[src/rtl/fifo_pkg.sv]
// Package: shared byte/word types and lane constants for the paired byte FIFO.
// Assumes byte lanes of 8 bits packed four to a 32-bit word.
package fifo_pkg;
    localparam int LANES = 4;
    typedef logic [7:0]  byte_t;
    typedef logic [31:0] word_t;
endpackage

[src/rtl/byte_fifo_core.sv]
// Module: byte_fifo_core
// Circular byte store that accepts up to four bytes and releases up to four
// bytes per cycle. The caller decides acceptance; this module never refuses.
// Assumes DEPTH is a power of two and at least 8, and that push_cnt/pop_cnt
// never exceed the room or content the caller has checked.
module byte_fifo_core
    import fifo_pkg::*;
#(
    parameter int  DEPTH = 16,
    localparam int AW = $clog2(DEPTH),
    localparam int LW = AW + 1
) (
    input  logic          clk,
    input  logic          rst_n,
    input  logic          clear,
    input  logic [2:0]    push_cnt,
    input  word_t         push_word,
    input  logic [2:0]    pop_cnt,
    output word_t         peek_word,
    output logic [LW-1:0] level
);
    byte_t         mem [DEPTH];
    logic [AW-1:0] wr_ptr;
    logic [AW-1:0] rd_ptr;

    // Write the accepted byte lanes at consecutive slots from the write pointer.
    always_ff @(posedge clk) begin
        if (!clear) begin
            for (int i = 0; i < LANES; i++) begin
                if (3'(i) < push_cnt) begin
                    mem[wr_ptr + AW'(i)] <= push_word[8*i +: 8];
                end
            end
        end
    end

    // Advance pointers and the level; reset or clear empties the store.
    always_ff @(posedge clk) begin
        if (!rst_n || clear) begin
            wr_ptr <= '0;
            rd_ptr <= '0;
            level  <= '0;
        end else begin
            wr_ptr <= wr_ptr + AW'(push_cnt);
            rd_ptr <= rd_ptr + AW'(pop_cnt);
            level  <= level + LW'(push_cnt) - LW'(pop_cnt);
        end
    end

    // Present the four oldest bytes, oldest in the lowest lane.
    for (genvar g = 0; g < LANES; g++) begin : g_peek
        assign peek_word[8*g +: 8] = mem[rd_ptr + AW'(g)];
    end
endmodule

[src/rtl/fill_threshold.sv]
// Module: fill_threshold
// Compares either the free space (COUNT_FREE=1) or the stored count
// (COUNT_FREE=0) against a threshold of one or four entries.
// Assumes level never exceeds cap while the result is used.
module fill_threshold #(
    parameter int LW         = 5,
    parameter bit COUNT_FREE = 1'b0
) (
    input  logic [LW-1:0] level,
    input  logic [LW-1:0] cap,
    input  logic          four_sel,
    output logic          ready
);
    logic [LW-1:0] amount;
    logic [LW-1:0] need;

    // Pick the measured quantity and the threshold, then compare.
    always_comb begin
        amount = COUNT_FREE ? (cap - level) : level;
        need   = four_sel ? LW'(4) : LW'(1);
        ready  = (amount >= need);
    end
endmodule

[src/rtl/bytefifo_pair.sv]
// Module: bytefifo_pair
// Transmit and receive byte FIFOs between a register-side port and a serial
// byte engine, with one/four-entry ready thresholds, byte or packed-word
// access, independent flushes and a single-entry mode when fifo_en is low.
// Assumes DEPTH is a power of two, at least 8. Room and content checks use
// the level at the start of the cycle, so a same-cycle opposite operation
// never makes room or content available early.
module bytefifo_pair
    import fifo_pkg::*;
#(
    parameter int  DEPTH = 16,
    localparam int LW = $clog2(DEPTH) + 1
) (
    input  logic          clk,
    input  logic          rst_n,
    input  logic          fifo_en,
    input  logic          tx_thr4,
    input  logic          rx_thr4,
    input  logic          flush_tx,
    input  logic          flush_rx,
    input  logic          tx_wr,
    input  logic          tx_wide,
    input  logic [31:0]   tx_wdata,
    input  logic          rx_rd,
    input  logic          rx_wide,
    output logic [31:0]   rx_rdata,
    output logic          tx_ready,
    output logic          rx_ready,
    output logic [LW-1:0] tx_level,
    output logic [LW-1:0] rx_level,
    output logic          tx_err,
    output logic          rx_err,
    output logic          rx_ovr,
    output logic          eng_tx_valid,
    output logic [7:0]    eng_tx_data,
    input  logic          eng_tx_pop,
    input  logic          eng_rx_push,
    input  logic [7:0]    eng_rx_data,
    output logic          eng_rx_full
);
    logic          en_q;
    logic          clr_tx, clr_rx;
    logic [LW-1:0] cap;
    logic [2:0]    tx_need, rx_need;
    logic          tx_ok, tx_rej, rx_ok, rx_short, erx_ok, erx_rej;
    logic [2:0]    tx_push_cnt, tx_pop_cnt, rx_push_cnt, rx_pop_cnt;
    word_t         tx_peek, rx_peek;

    // Remember the mode so that any change of fifo_en empties both sides.
    always_ff @(posedge clk) begin
        if (!rst_n) en_q <= 1'b0;
        else        en_q <= fifo_en;
    end

    // Decide per side what is cleared, accepted or refused this cycle.
    always_comb begin
        clr_tx   = flush_tx | (fifo_en ^ en_q);
        clr_rx   = flush_rx | (fifo_en ^ en_q);
        cap      = fifo_en ? LW'(DEPTH) : LW'(1);
        tx_need  = (tx_wide && fifo_en) ? 3'd4 : 3'd1;
        rx_need  = (rx_wide && fifo_en) ? 3'd4 : 3'd1;
        tx_ok    = tx_wr && !clr_tx && ((cap - tx_level) >= LW'(tx_need));
        tx_rej   = tx_wr && !clr_tx && !tx_ok;
        rx_ok    = rx_rd && !clr_rx && (rx_level >= LW'(rx_need));
        rx_short = rx_rd && !clr_rx && !rx_ok;
        erx_ok   = eng_rx_push && !clr_rx && (rx_level < cap);
        erx_rej  = eng_rx_push && !clr_rx && !erx_ok;
        tx_push_cnt = tx_ok ? tx_need : 3'd0;
        tx_pop_cnt  = (eng_tx_pop && !clr_tx && (tx_level != '0)) ? 3'd1 : 3'd0;
        rx_push_cnt = erx_ok ? 3'd1 : 3'd0;
        rx_pop_cnt  = rx_ok ? rx_need : 3'd0;
    end

    byte_fifo_core #(.DEPTH(DEPTH)) u_tx_store (
        .clk       (clk),
        .rst_n     (rst_n),
        .clear     (clr_tx),
        .push_cnt  (tx_push_cnt),
        .push_word (tx_wdata),
        .pop_cnt   (tx_pop_cnt),
        .peek_word (tx_peek),
        .level     (tx_level)
    );

    byte_fifo_core #(.DEPTH(DEPTH)) u_rx_store (
        .clk       (clk),
        .rst_n     (rst_n),
        .clear     (clr_rx),
        .push_cnt  (rx_push_cnt),
        .push_word ({24'h0, eng_rx_data}),
        .pop_cnt   (rx_pop_cnt),
        .peek_word (rx_peek),
        .level     (rx_level)
    );

    fill_threshold #(.LW(LW), .COUNT_FREE(1'b1)) u_tx_thr (
        .level    (tx_level),
        .cap      (cap),
        .four_sel (tx_thr4 & fifo_en),
        .ready    (tx_ready)
    );

    fill_threshold #(.LW(LW), .COUNT_FREE(1'b0)) u_rx_thr (
        .level    (rx_level),
        .cap      (cap),
        .four_sel (rx_thr4 & fifo_en),
        .ready    (rx_ready)
    );

    // Capture read data on an accepted read; hold it otherwise.
    always_ff @(posedge clk) begin
        if (!rst_n) begin
            rx_rdata <= '0;
        end else if (rx_ok) begin
            rx_rdata <= (rx_need == 3'd4) ? rx_peek : {24'h0, rx_peek[7:0]};
        end
    end

    // Register one-cycle error pulses for refused accesses.
    always_ff @(posedge clk) begin
        if (!rst_n) begin
            tx_err <= 1'b0;
            rx_err <= 1'b0;
            rx_ovr <= 1'b0;
        end else begin
            tx_err <= tx_rej;
            rx_err <= rx_short;
            rx_ovr <= erx_rej;
        end
    end

    assign eng_tx_valid = (tx_level != '0);
    assign eng_tx_data  = tx_peek[7:0];
    assign eng_rx_full  = (rx_level >= cap);
endmodule

[config.mk]
export PLATFORM = sky130hd
export DESIGN_NAME = bytefifo_pair
export DESIGN_NICKNAME = d
export VERILOG_FILES = /design/src/rtl/fifo_pkg.sv /design/src/rtl/byte_fifo_core.sv /design/src/rtl/fill_threshold.sv /design/src/rtl/bytefifo_pair.sv
export SDC_FILE = /design/constraint.sdc
export NUM_CORES = 1
export LEC_CHECK = 0
export ABC_AREA = 1
export BUFFER_PORTS_ARGS = -buffer_cell sky130_fd_sc_hd__buf_2
export CAP_MARGIN = 40
export CORE_MARGIN = 2
export CORE_UTILIZATION = 50
export DETAILED_ROUTE_END_ITERATION = 6
export HOLD_SLACK_MARGIN = 0.06
export PLACE_DENSITY = 0.66
export SLEW_MARGIN = 30
export SYNTH_ARGS = -nofsm -noshare
export SYNTH_HDL_FRONTEND = slang
export SYNTH_SLANG_ARGS = --single-unit
[constraint.sdc]
create_clock -name clk -period 4.76 [get_ports clk]
set_clock_uncertainty 0.05 [all_clocks]
set_input_delay 0.238 -clock clk [delete_from_list [all_inputs] [get_ports clk]]
set_output_delay 0.238 -clock clk [all_outputs]
set_load 0.02 [all_outputs]
==> impl_metrics.csv <==
group,metric,value,unit
power,switching_share,25.21,%
yosys,synth_nets,2894,
yosys,synth_top_area_cell,"edfxtp_1",
floorplan,coreArea,41110,sq um
power,leakage,0.009644,uW
final_layout,drive_gt1_share,10.99,%
timing,rsz0062_at_grt,"no",
timing,finalSetupTns,0,ns
yosys,synth_seq_cells,318,
worst_setup_path,cp.required,4.89,ns
yosys,synthMuxAreaShare,2.773,%
yosys,synth_compound_area_share,16.51,%
final_layout,final_common_cell,"nand2_1",
power,combPwrFrac,8.6,%
worst_setup_path,critPathSlowestCell,"o2111ai_1",
clocking,clock_latency,0.57,ns
hold_path,hp-class,"input port to register",
route,drtPass1Iterations,7,
worst_setup_path,slowest_delay,0.75,ns
global_route,grt.overflow.total,0,
yosys,synth_xor_area_share,0.6754,%
worst_setup_path,path_cells,"ha_1 -> inv_1 -> ha_1 -> xnor2_1 -> ha_1 -> a21oi_1 -> nand3_2 -> buf_12 -> nand2_1 -> buf_4 -> inv_1 -> nand2_1 -> o2111ai_1",
yosys,yosys.area.top_type_share,36.72,%
yosys,syn_inst,2797,
placed_design,dp_hpwl,58350,um
global_route,grt_first_pass_wirelength,123300,um
flow_run,drv_cap,0,
yosys,synth_top_family_by_area,"simple AND/OR/NAND/NOR gates",
clocking,cts.sinks,318,
global_route,grt_util_all_layers,38.22,%
timing,max_slew_margin,41.32,%
route,viasPerCell,6.219,
floorplan,fp.dieW,208.6,um
global_route,antenna_found_initial,2,
timing,min_period,3.678,ns
final_layout,layout_common_cells,"748 x nand2_1, 330 x nor2_1, 272 x a21oi_1, 256 x edfxtp_1, 208 x o21ai_0",
floorplan,io_pins,110,
clocking,cts_tree,"done",
clocking,cts_setup_buffers,0,
worst_setup_path,worstSetupPathType,"register to register",
timing,setup_viol,0,
power,p_sw,1615,uW
placed_design,portBuffers,109,
final_layout,area_growth,12.14,%
yosys,synth.distinct_cells,42,
global_route,grt_max_degree,123,
outcome,outcome,"complete, but fails checks",
final_layout,nFillCells,3908,
route,first_iter_violations,2767,
worst_setup_path,crit_path_frequent_cell,"ha_1",
clocking,htreeDepth,2,
yosys,synth_seq_area_share,42.65,%
global_route,grt_pass1_vias,19030,
worst_setup_path,end_kind,"register",
placed_design,gp_congestion,1.006,
worst_setup_path,cp.arrival,3.81,ns
yosys,yosys.area_share.adder,2.702,%
clocking,cts_buffers,37,
final_layout,multi_input_area,10490,sq um
yosys,synth_area,20930,sq um
yosys,yosys_warnings,0,
yosys,synth_area_per_cell,7.484,sq um
timing,finalMaxSlewViolations,0,
power,irDropWorstVdd,0.3933,mV
final_layout,fin_util,57.10,%
clocking,clk_pin_slew,0.06,ns
final_layout,layout.nets,2963,
final_layout,n_antenna_cell,0,
route,wire_per_inst,24.61,um
timing,finalCritPeriodShare,77.27,%
clocking,cts_buffer_depth,3,
floorplan,initial_core_util,50.92,%
power,power_density,272.8,nW/um^2
floorplan,rows,74,
outcome,violations,"DRC",
power,p_clk_share,44.1,%
timing,timing.fmax,271.9,MHz
yosys,synthSimpleGateAreaFrac,27.30,%
floorplan,die_y,208.6,um
route,drc,1,
worst_setup_path,cp-start-kind,"register",
timing,hold_viol,0,
timing,tightest_slew,0.8794,ns
route,drt-total-wl,84300,um
worst_setup_path,critPathMaxFanout,29,
yosys,ys_top_cells_by_area,"edfxtp_1 37%, nand2_1 13%, a21oi_1 6.5%, dfxtp_1 5.9%, nor2_1 5.9%",
power,power_frac_seq,47.2,%
route,postRouteAntennaNets,0,
worst_setup_path,r2r_setup_slack,1.08,ns
final_layout,seqCellArea,8937,sq um
power,p_int,4790,uW
floorplan,die_area,43520,sq um
clocking,cts_root_buffer,"clkbuf_16",
route,via_count,21310,
==> final timing paths <==
path                            start               endpoint  depth (start not counted)
setup reg to reg  u_tx_store.level[0]   u_tx_store.mem[1][7]                         13
hold / removal           tx_wdata[14]  u_tx_store.mem[11][6]                          5
setup / recovery  u_tx_store.level[0]   u_tx_store.mem[1][7]                         13
hold reg to reg          rx_rdata[12]           rx_rdata[12]                          2
==> power by group through the flow <==
stage | Sequential, uW | Clock, uW | Combinational (uW)
after floorplan | 3090 | 0 | 268
after global placement | 3080 | 0 | 488
after detailed placement | 3080 | 0 | 508
after CTS | 3020 | 2850 | 520
after global routing | 3020 | 2940 | 576
final | 3020 | 2830 | 554
==> metal layers <==
metal	up-vias	track usage [%]	wire [um]
li1	9625	-	-
met1	9917	56.99	35510
met2	1489	51.00	32530
met3	271	11.89	12820
met4	4	15.15	3423
met5	-	0	27
==> kinds of logic after synthesis <==
kind of cell	count (synthesis)
and+or+nand+nor	1356
AOI/OAI and AO/OA	621
buffers and inverters	386
DFF	318
muxes	58
adders and majority gates	44
xor gates and xnor gates	14
==> sequential cells by signal, indices dropped and copies added (netlist names) <==
name / count
en_q: 1
rx_err: 1
rx_ovr: 1
rx_rdata: 32
tx_err: 1
u_rx_store.level: 5
u_rx_store.mem: 128
u_rx_store.rd_ptr: 4
u_rx_store.wr_ptr: 4
u_tx_store.level: 5
u_tx_store.mem: 128
u_tx_store.rd_ptr: 4
u_tx_store.wr_ptr: 4
==> cell type report <==
cell class                 count  share of cell area [%]
timing repair buffer         195                   5.868
inverter                     221                   3.534
clock buffer                  46                   4.312
tap                          532                   2.836
multi-input combinational   2093                   44.68
clock inverter                21                  0.7035
sequential                   318                   38.07
==> critical path: cells and delay by family (launching register included) <==
kind	cells	cell delay (ns)
xor gates and xnor gates	1	0.16
DFF	1	0.36
AOI/OAI and AO/OA	2	0.82
and+or+nand+nor	3	0.38
adders and majority gates	3	0.68
buffers and inverters	4	0.84
==> Yosys cell counts <==
cell type and number:
o31ai_1 26, o21ai_1 4, o21bai_1 1, buf_2 24, nor2_2 19, buf_1 9, nor4_1 2, nor2_1 330
o21ai_0 208, clkinv_1 6, a21boi_0 2, xor2_1 7, o2111ai_1 10, mux2i_1 58, xnor2_1 6, nand4_1 16
nor3_2 1, nand3_1 194, nor3_1 8, nand4_2 14, nand2_2 2, a21oi_1 272, xnor2_4 1, nand2_1 748
clkbuf_1 120, fa_1 2, inv_1 198, or2_2 10, nand4_4 3, inv_2 17, buf_6 4, nor2_4 9
edfxtp_1 256, o211ai_1 84, ha_1 42, a31oi_1 7, buf_8 1, o21a_1 2, dfxtp_1 62, a31o_2 2
buf_4 7, a22oi_1 3
==> metrics by stage <==
step                std cells  setup WS (ns)  hold slack (ns)  cell area (sq um)  power [uW]
floorplan                2797          1.306           0.2869              20930        3355
global placement         3313          1.033           0.4073              21780        3570
detailed placement       3328         0.9248           0.4099              22010        3591
CTS                      3412          1.099          0.06608              23360        6398
global route             3426         0.9680           0.1029              23480        6536
finish                   3426          1.082          0.08323              23480        6405
==> timing repair <==
item / CTS / global route
gates resized for setup: 0 / 0
hold buffers: 17 / 0
endpoints found under the setup margin: 0 / 0
hold endpoints to repair: 126 / 0
(Power assumes the default switching activity.)
